File: src/rtl/int_div_pkg.sv
`timescale 1ns/1ps
package int_div_pkg;

  typedef enum logic [1:0] {
    ST_IDLE = 2'd0,
    ST_BUSY = 2'd1,
    ST_DONE = 2'd2
  } divState_t;

  typedef enum logic [1:0] {
    SEL_CALC    = 2'd0,
    SEL_SPECIAL = 2'd1,
    SEL_REUSE   = 2'd2
  } resSel_t;

  typedef struct packed {
    logic load;
    logic step;
    logic fix;
    logic finish;
  } divStrobes_t;

endpackage

File: src/rtl/int_div_ctrl.sv
`timescale 1ns/1ps
module int_div_ctrl
  import int_div_pkg::*;
#(
  parameter int DATA_W = 32
) (
  input  logic        clk,
  input  logic        rst_n,
  input  logic        reqValid,
  input  logic        reqChain,
  input  logic        isSpecial,
  input  logic        flush,
  input  logic        rspReady,
  output divStrobes_t strobes,
  output resSel_t     resSel,
  output logic        rspValid,
  output logic        reqReady,
  output divState_t   state
);
  localparam int LAST  = DATA_W + 1;
  localparam int CNT_W = $clog2(LAST + 1);

  logic [CNT_W-1:0] cnt;
  logic reuseOk;
  logic idle, useSpecial, useReuse, start, handshake;

  assign idle       = (state == ST_IDLE);
  assign useSpecial = idle & reqValid & isSpecial & ~flush;
  assign useReuse   = idle & reqValid & ~isSpecial & reqChain & reuseOk & ~flush;
  assign start      = idle & reqValid & ~isSpecial & ~(reqChain & reuseOk) & ~flush;

  assign rspValid  = useSpecial | useReuse | ((state == ST_DONE) & reqValid & ~flush);
  assign reqReady  = rspValid & rspReady;
  assign handshake = rspValid & rspReady;

  always_comb begin
    if (useSpecial)    resSel = SEL_SPECIAL;
    else if (useReuse) resSel = SEL_REUSE;
    else               resSel = SEL_CALC;
  end

  assign strobes.load   = start;
  assign strobes.step   = (state == ST_BUSY) && (cnt < CNT_W'(DATA_W));
  assign strobes.fix    = (state == ST_BUSY) && (cnt == CNT_W'(DATA_W));
  assign strobes.finish = (state == ST_BUSY) && (cnt == CNT_W'(LAST));

  always_ff @(posedge clk or negedge rst_n) begin
    if (!rst_n) begin
      state <= ST_IDLE;
      cnt   <= '0;
    end else begin
      case (state)
        ST_IDLE: if (start) begin
          state <= ST_BUSY;
          cnt   <= '0;
        end
        ST_BUSY: begin
          if (flush)                         state <= ST_IDLE;
          else if (cnt == CNT_W'(LAST))      state <= ST_DONE;
          cnt <= cnt + 1'b1;
        end
        ST_DONE: if (flush || handshake) state <= ST_IDLE;
        default: state <= ST_IDLE;
      endcase
    end
  end

  always_ff @(posedge clk or negedge rst_n) begin
    if (!rst_n)                                  reuseOk <= 1'b0;
    else if (flush)                              reuseOk <= 1'b0;
    else if ((state == ST_DONE) && handshake)    reuseOk <= 1'b1;
  end

endmodule

File: src/rtl/int_div_dp.sv
`timescale 1ns/1ps
module int_div_dp
  import int_div_pkg::*;
#(
  parameter int DATA_W = 32
) (
  input  logic              clk,
  input  logic              rst_n,
  input  logic [DATA_W-1:0] reqDividend,
  input  logic [DATA_W-1:0] reqDivisor,
  input  logic [3:0]        reqOp,
  input  divStrobes_t       strobes,
  input  resSel_t           resSel,
  output logic              isSpecial,
  output logic [DATA_W-1:0] rspData
);
  localparam int PW = DATA_W + 2;
  localparam logic [DATA_W-1:0] MIN_VAL = {1'b1, {(DATA_W-1){1'b0}}};

  logic isSigned, isRem, sgnA, sgnB, divZero, overflow;
  logic [DATA_W-1:0] magA, magB, specialData;
  logic [PW-1:0] partRem, divMag, shifted, stepRem;
  logic [DATA_W-1:0] quoAcc, quotReg, remReg;
  logic negQ, negR, latchRem;

  assign isSigned = reqOp[0] | reqOp[2];
  assign isRem    = reqOp[2] | reqOp[3];
  assign sgnA     = isSigned & reqDividend[DATA_W-1];
  assign sgnB     = isSigned & reqDivisor[DATA_W-1];
  assign magA     = sgnA ? (~reqDividend + 1'b1) : reqDividend;
  assign magB     = sgnB ? (~reqDivisor + 1'b1) : reqDivisor;

  assign divZero  = (reqDivisor == '0);
  assign overflow = isSigned && (reqDividend == MIN_VAL) && (&reqDivisor);
  assign isSpecial = (|reqOp) && (divZero || overflow);

  always_comb begin
    if (divZero) specialData = isRem ? reqDividend : '1;
    else         specialData = isRem ? '0 : MIN_VAL;
  end

  assign shifted = {partRem[PW-2:0], quoAcc[DATA_W-1]};
  assign stepRem = partRem[PW-1] ? (shifted + divMag) : (shifted - divMag);

  always_ff @(posedge clk or negedge rst_n) begin
    if (!rst_n) begin
      partRem  <= '0;
      quoAcc   <= '0;
      divMag   <= '0;
      negQ     <= 1'b0;
      negR     <= 1'b0;
      latchRem <= 1'b0;
      quotReg  <= '0;
      remReg   <= '0;
    end else begin
      if (strobes.load) begin
        partRem  <= '0;
        quoAcc   <= magA;
        divMag   <= {2'b00, magB};
        negQ     <= sgnA ^ sgnB;
        negR     <= sgnA;
        latchRem <= isRem;
      end else if (strobes.step) begin
        partRem <= stepRem;
        quoAcc  <= {quoAcc[DATA_W-2:0], ~stepRem[PW-1]};
      end else if (strobes.fix) begin
        if (partRem[PW-1]) partRem <= partRem + divMag;
      end
      if (strobes.finish) begin
        quotReg <= negQ ? (~quoAcc + 1'b1) : quoAcc;
        remReg  <= negR ? (~partRem[DATA_W-1:0] + 1'b1) : partRem[DATA_W-1:0];
      end
    end
  end

  always_comb begin
    case (resSel)
      SEL_SPECIAL: rspData = specialData;
      SEL_REUSE:   rspData = isRem ? remReg : quotReg;
      default:     rspData = latchRem ? remReg : quotReg;
    endcase
  end

endmodule

File: src/rtl/int_divider.sv
`timescale 1ns/1ps
module int_divider
  import int_div_pkg::*;
#(
  parameter int DATA_W = 32
) (
  input  logic              clk,
  input  logic              rst_n,
  input  logic              reqValid,
  output logic              reqReady,
  input  logic [DATA_W-1:0] reqDividend,
  input  logic [DATA_W-1:0] reqDivisor,
  input  logic [3:0]        reqOp,
  input  logic              reqChain,
  input  logic              flush,
  output logic              rspValid,
  input  logic              rspReady,
  output logic [DATA_W-1:0] rspData
);
  divStrobes_t strobes;
  resSel_t     resSel;
  divState_t   ctrlState;
  logic        isSpecial;

  int_div_ctrl #(.DATA_W(DATA_W)) u_ctrl (
    .clk(clk), .rst_n(rst_n), .reqValid(reqValid), .reqChain(reqChain),
    .isSpecial(isSpecial), .flush(flush), .rspReady(rspReady),
    .strobes(strobes), .resSel(resSel), .rspValid(rspValid),
    .reqReady(reqReady), .state(ctrlState)
  );

  int_div_dp #(.DATA_W(DATA_W)) u_dp (
    .clk(clk), .rst_n(rst_n), .reqDividend(reqDividend), .reqDivisor(reqDivisor),
    .reqOp(reqOp), .strobes(strobes), .resSel(resSel),
    .isSpecial(isSpecial), .rspData(rspData)
  );

endmodule

File: config.mk
export PLATFORM = sky130hd
export DESIGN_NAME = int_divider
export DESIGN_NICKNAME = d
export VERILOG_FILES = /design/src/rtl/int_div_pkg.sv /design/src/rtl/int_div_ctrl.sv /design/src/rtl/int_div_dp.sv /design/src/rtl/int_divider.sv
export SDC_FILE = /design/constraint.sdc
export NUM_CORES = 1
export LEC_CHECK = 0
export ABC_CLOCK_PERIOD_IN_PS = 5200
export BUFFER_PORTS_ARGS = -buffer_cell sky130_fd_sc_hd__buf_2
export CORE_ASPECT_RATIO = 2
export CORE_MARGIN = 1.5
export CORE_UTILIZATION = 30
export CTS_CLUSTER_DIAMETER = 60
export DETAILED_ROUTE_END_ITERATION = 16
export PLACE_DENSITY = 0.58
export SYNTH_ARGS = -nofsm -noshare
export SYNTH_HDL_FRONTEND = slang
export SYNTH_SLANG_ARGS = --single-unit
File: constraint.sdc
create_clock -name clk -period 5.2 [get_ports clk]
set_input_delay 0.26 -clock clk [delete_from_list [all_inputs] [get_ports clk]]
set_output_delay 0.26 -clock clk [all_outputs]
set_load 0.02 [all_outputs]
Word level (Yosys, flattened, before mapping)
Index checks and enable logic that the tools add are counted.
{"block": "op_classes", "add_sub_neg": 8, "multipliers": 0, "div": 0, "order_cmp": 1, "n_eq_ne": 10, "n_shift": 0, "n_mux": 28, "bitwise_logic": 28, "n_reduce_logical": 21}
{"cell": "32-bit 2-to-1 mux", "n": 11}
{"cell": "34-bit 2-to-1 mux", "n": 5}
{"cell": "32-bit by 1-bit adder with 32-bit output, second input constant", "n": 4}
{"cell": "32-bit NOT", "n": 4}
{"cell": "34-bit by 32-bit adder with 34-bit output", "n": 2}
{"cell": "32-bit case mux with 2 select lines", "n": 1}
{"cell": "34-bit by 32-bit subtractor with 34-bit output", "n": 1}
{"cell": "32-bit == test, second input constant", "n": 1}
{"cell": "32-bit zero test", "n": 1}
{"cell": "32-bit AND reduction", "n": 1}
{"cell": "1-bit bitwise AND", "n": 15}
{"cell": "6-bit == test, second input constant", "n": 2}
{"cell": "2-bit 2-to-1 mux", "n": 6}
{"cell": "6-bit case mux with 2 select lines", "n": 1}
{"cell": "1-bit logical AND", "n": 7}
{"cell": "6-bit by 1-bit adder with 6-bit output, second input constant", "n": 1}
{"cell": "6-bit less-than comparator, second input constant", "n": 1}
{"cell": "6-bit 2-to-1 mux", "n": 1}
{"cell": "2-bit case mux with 3 select lines", "n": 1}
{"cell": "2-bit nonzero test", "n": 3}
{"cell": "3-bit nonzero test", "n": 2}
{"cell": "2-bit by 1-bit == test with 1-bit output, second input constant", "n": 2}
{"cell": "2-bit == test, second input constant", "n": 2}
{"cell": "2-bit != test, second input constant", "n": 2}
{"cell": "other kinds (10)", "n": 19}
{"block": "totals", "regBits": 174, "latchBits": 0, "ram_bits": 0, "romBits": 0, "input_bits": 74, "out_inout_bits": 34, "wordCells": 108, "n_memories": 0}

Depth between registers and ports, before layout
{"block": "logic_depth", "ltp_word": 16, "mapped_depth": 21, "mapped_depth_nobuf": 20}

Hierarchy
From an unflattened synthesis, not the netlist that was laid out.
{"block": "unflattened", "hier_cells": 1849, "area_unflattened_um2": 15153.3}
{"mod": "int_div_dp", "n_inst": 1, "cells_per_inst": 1788, "area_each_um2": 14566.5, "seq_area_each_um2": 4129.0}
{"mod": "int_div_ctrl", "n_inst": 1, "cells_per_inst": 61, "area_each_um2": 586.8, "seq_area_each_um2": 225.2}

Least setup slack after synthesis
No wires, ideal clock.
{"block": "synth_path", "path_type": "reg-to-reg", "startpoint": "register u_dp.divMag[1]", "endpoint": "register u_dp.quoAcc[0]", "setup_time_ps": 140, "t_arrival_ps": 4122, "required_time_ps": 5060, "slack_ps": 938, "stages_incl_launch_ff": 22, "n_path_buf": 1, "period_less_slack_ps": 4262, "path_cell_list": "dfrtp_1 > inv_1 > ha_1 > nand2b_1 > or4_1 > or2_2 > nor3_1 > nand3_1 > nor2_1 > a21oi_1 > xnor2_1 > ha_1 > clkbuf_1 > nand3_1 > nor3_1 > nand2_1 > o21ai_0 > a31oi_1 > o31a_1 > and3_1 > nor4b_1 > a211oi_1"}
{"block": "synth_between", "elab_chain_cells": 5, "elab_cells_between_ends": 6, "classes_between": "add/sub (2); mux (3); bitwise (1)"}
{"element": "start: declaration", "line_no": "int_div_dp.sv:22", "rtl": "logic [PW-1:0] partRem, divMag, shifted, stepRem;"}
{"element": "start signal: assignment", "line_no": "int_div_dp.sv:59", "rtl": "divMag <= {2'b00, magB};"}
{"element": "34-bit by 32-bit subtractor with 34-bit output / 34-bit by 32-bit adder with 34-bit output (equally long branches)", "line_no": "int_div_dp.sv:43", "rtl": "assign stepRem = partRem[PW-1] ? (shifted + divMag) : (shifted - divMag);"}
{"element": "34-bit 2-to-1 mux (*)", "line_no": "int_div_dp.sv:43"}
{"element": "1-bit NOT (*)", "line_no": "int_div_dp.sv:65", "rtl": "quoAcc <= {quoAcc[DATA_W-2:0], ~stepRem[PW-1]};"}
{"element": "32-bit 2-to-1 mux (*)", "line_no": "int_div_dp.sv:63", "rtl": "end else if (strobes.step) begin"}
{"element": "32-bit 2-to-1 mux (*)", "line_no": "int_div_dp.sv:56", "rtl": "if (strobes.load) begin"}
{"element": "end signal: assignment", "line_no": "int_div_dp.sv:58", "rtl": "quoAcc <= magA;"}
{"element": "end signal: assignment", "line_no": "int_div_dp.sv:65"}
{"element": "end: declaration", "line_no": "int_div_dp.sv:23", "rtl": "logic [DATA_W-1:0] quoAcc, quotReg, remReg;"}
Mark *: on every way between the ends. The rest lies on a longest branch, timed or not. The select of a mux whose other input is x is not followed.
A chain may end at the register's enable or synchronous reset.

Final worst setup path
Same ends and word-level chain as after synthesis.

==> impl_metrics.env <==
export IMPL_antenna_found_initial=3
export IMPL_worstReg2RegStart="u_dp.divMag[1]$_DFFE_PN0P_"
export IMPL_cp_max_fo=7
export IMPL_clock_latency_ns=0.47
export IMPL_required_ns=5.51
export IMPL_slew_violations=0
export IMPL_r2r_end="u_dp.quoAcc[0]$_DFFE_PN0P_"
export IMPL_gp_congestion=0.932
export IMPL_pin_count=108
export IMPL_grtUsageMet1_pct=25.7
export IMPL_period_minus_slack_ns=4.61
export IMPL_drt_initial_drc_count=864
export IMPL_grt_busiest_layer="met2"
export IMPL_wl_per_cell_um=19.6
export IMPL_use_met3_pct=2.17
export IMPL_die_h_um=312
export IMPL_grt_use_met2_pct=35.3
export IMPL_clock_sinks=174
export IMPL_cp_startpoint="u_dp.divMag[1]$_DFFE_PN0P_"
export IMPL_synthFlopType="dfrtp_1"
export IMPL_synthesis_area_sq_um=14300
export IMPL_drive_gt1_share_pct=10.3
export IMPL_utilization_pct=34.2
export IMPL_synth_top_area_share_pct=30.4
export IMPL_setup_slack_ns=0.586
export IMPL_fin_tns_setup_ns=0
export IMPL_hold_violations=0
export IMPL_dpl_hpwl_mm=37.6
export IMPL_relSlewSlack_pct=19.8
export IMPL_grt_pass1_vias=13089
export IMPL_nets=2010
export IMPL_crit_path_start_kind="flip-flop"
export IMPL_htreeDepth=4
export IMPL_holdCritStartpoint="reqDivisor[0]"
export IMPL_cts_setup_buffers=0
export IMPL_skew_ns=0.0134
export IMPL_yosysSeqAreaShare_pct=30.4
export IMPL_portBuffers=107
export IMPL_track_usage_pct=20.4
export IMPL_synth_edf_count=0
export IMPL_synthArstFlopShare_pct=100
export IMPL_pre_cts_ws_ns=0.605
export IMPL_vias=13627
export IMPL_grt_max_degree=130
export IMPL_min_to="u_dp.divMag[0]$_DFFE_PN0P_"
export IMPL_dieArea_sq_um=49100
export IMPL_dp_cells=2471
export IMPL_syn_num_nets=1946
export IMPL_synth_area_leaders="dfrtp_1 30%, xor2_1 8.1%, ha_1 6.5%"
export IMPL_clk_path_buf_depth=2
export IMPL_via_per_inst=5.44
export IMPL_rsz0062_at_grt="no"
export IMPL_rrSetupSlack_ns=0.59
export IMPL_overflow=0
export IMPL_synth_area_per_cell_sq_um=7.97
export IMPL_cts_root_buf="clkbuf_16"
export IMPL_p_per_area_nw_per_um2=598
export IMPL_cts_made_buffers=17
export IMPL_ys_ff_latch=174
export IMPL_dieWidth_um=157
export IMPL_p_total_mw=9.66
export IMPL_routed_wirelength_mm=49.1
export IMPL_dpl_cell_area_sq_um=15500
export IMPL_synth_top_cell_by_area="dfrtp_1"
export IMPL_first_pass_iters=5
export IMPL_crit_path_end_kind="flip-flop"
export IMPL_critical_path_class="reg2reg"
export IMPL_stdcell_area_sq_um=16200
export IMPL_hold_depth=3
export IMPL_synthDistinctLibCells=72
export IMPL_period_share_pct=88.7
export IMPL_start_util_pct=30.3
export IMPL_grt_pass1_wl_mm=76.6
export IMPL_peakVddDrop_mv=0.423
export IMPL_worst_slew_pin_slew_ns=1.20
export IMPL_clock_fmax_mhz=217
export IMPL_crit_arrival_ns=4.92
export IMPL_synthCells=1796
export IMPL_path_clk_slew_ns=0.07
export IMPL_cts_tree="built"
export IMPL_finalNonFillerCells=2507
export IMPL_status="completed"
export IMPL_ant_nets=0
export IMPL_ys_warn_count=0
export IMPL_finalSetupViolations=0
export IMPL_whs_ns=0.0636
export IMPL_core_area_sq_um=47200
export IMPL_worstHoldPathType="in2reg"
export IMPL_leakagePower_nw=6.87
export IMPL_syn2layout_area_growth_pct=13.0
export IMPL_rows=113
export IMPL_drc=0
export IMPL_reg2reg_depth=19
export IMPL_drv_cap=0
## sequential cells by signal (all words and copies together) (netlist names)
name	flops
u_dp.partRem	34
u_dp.divMag	32
u_dp.quoAcc	32
u_dp.quotReg	32
u_dp.remReg	32
u_ctrl.cnt	6
u_ctrl.state	2
u_ctrl.reuseOk	1
u_dp.latchRem	1
u_dp.negQ	1
u_dp.negR	1
## power by group
group,switching (mW),internal [mW]
Sequential,0.808,1.82
Clock,0.645,0.682
Combinational,3.35,2.36
## per-layer routing
metal  part of all wire, %  up-vias
li1                      -     6657
met1                    42     6559
met2                    51      342
met3                   3.7       69
met4                   3.4        0
met5                     0        -
## cell usage in the layout, fill, tap and decap left out, types with 16 or more instances in the layout
cell type / netlist / routed
a211oi_1: 23 / 23
a21o_1: 28 / 28
a21oi_1: 116 / 116
a221o_1: 35 / 35
a22oi_1: 16 / 16
a31oi_1: 40 / 40
buf_2: 13 / 106
buf_4: 2 / 26
clkbuf_16: 0 / 17
dfrtp_1: 174 / 174
ha_1: 74 / 74
inv_1: 40 / 40
nand2_1: 233 / 232
nand2b_1: 17 / 16
nand3_1: 33 / 32
nand4_1: 18 / 18
nor2_1: 203 / 200
nor3_1: 35 / 35
nor4_1: 21 / 21
o21ai_0: 156 / 156
o31ai_1: 37 / 37
o41ai_1: 22 / 22
or4_1: 19 / 19
xnor2_1: 69 / 69
xor2_1: 132 / 132
## worst max-delay path by stage
stage / end / slack (ns) / depth (start not counted)
global route: u_dp.partRem[30]$_DFFE_PN0P_ / 0.11 / 19
finish: u_dp.quoAcc[0]$_DFFE_PN0P_ / 0.59 / 19
CTS: u_dp.quoAcc[0]$_DFFE_PN0P_ / 0.58 / 19
floorplan: u_dp.quoAcc[0]$_DFFE_PN0P_ / 0.94 / 21
global placement: u_dp.partRem[32]$_DFFE_PN0P_ / 0.63 / 22
detailed placement: u_dp.quoAcc[0]$_DFFE_PN0P_ / 0.60 / 19
## final cells by class
type / count / area, sq um
flip-flops and latches: 174 / 4350
inverters: 41 / 154
repair buffers: 135 / 757
diodes: 2 / 5.00
fillers: 5159 / 31100
clock inverters: 13 / 155
multi-input cells: 1491 / 9510
clock buffers: 19 / 433
well taps: 632 / 791
## worst max-delay path, cell delays in order, from the launching register on
cell      delay [ns]
dfrtp_1         0.45
inv_1           0.08
ha_1            0.15
nand2b_1        0.06
or4_1           0.41
or2_2           0.32
nor3_1          0.17
buf_4           0.16
nand3_1         0.14
nor3_1          0.21
nor2_1          0.07
xor2_1          0.14
ha_1            0.36
a21oi_1         0.49
o21ai_0         0.21
a31oi_1         0.21
o31a_1          0.22
nor3_1          0.07
nor4b_1         0.43
a211oi_1        0.10
## cell families after synthesis
| kind of cell | share of synthesized area (%) |
|---|---|
| AND/OR/NAND/NOR | 21.3 |
| adder cells (fa/ha/maj) | 6.75 |
| AO/OA/AOI/OAI | 24.9 |
| buffers and inverters | 3.60 |
| flip-flops | 30.4 |
| multiplexers | 0.717 |
| XOR/XNOR | 12.3 |
## what timing repair did
action,CTS,global route
gates resized for setup,0,0
endpoints found under the hold margin,56,0
hold buffers,2,0
## cell usage after synthesis, types with 7 or more instances
master    instances
nand2_1         233
nor2_1          203
dfrtp_1         174
o21ai_0         156
xor2_1          132
a21oi_1         116
ha_1             74
clkbuf_1         71
xnor2_1          69
a31oi_1          40
inv_1            40
o31ai_1          37
a221o_1          35
nor3_1           35
nand3_1          33
a21o_1           28
a211oi_1         23
o41ai_1          22
nor4_1           21
or4_1            19
nand4_1          18
nand2b_1         17
a22oi_1          16
and3_1           14
buf_2            13
or3_1            13
nor2b_1          12
and2_1           10
o21bai_1         10
mux2i_1           8
o21a_1            7
Power figures use the tool's default switching activity.
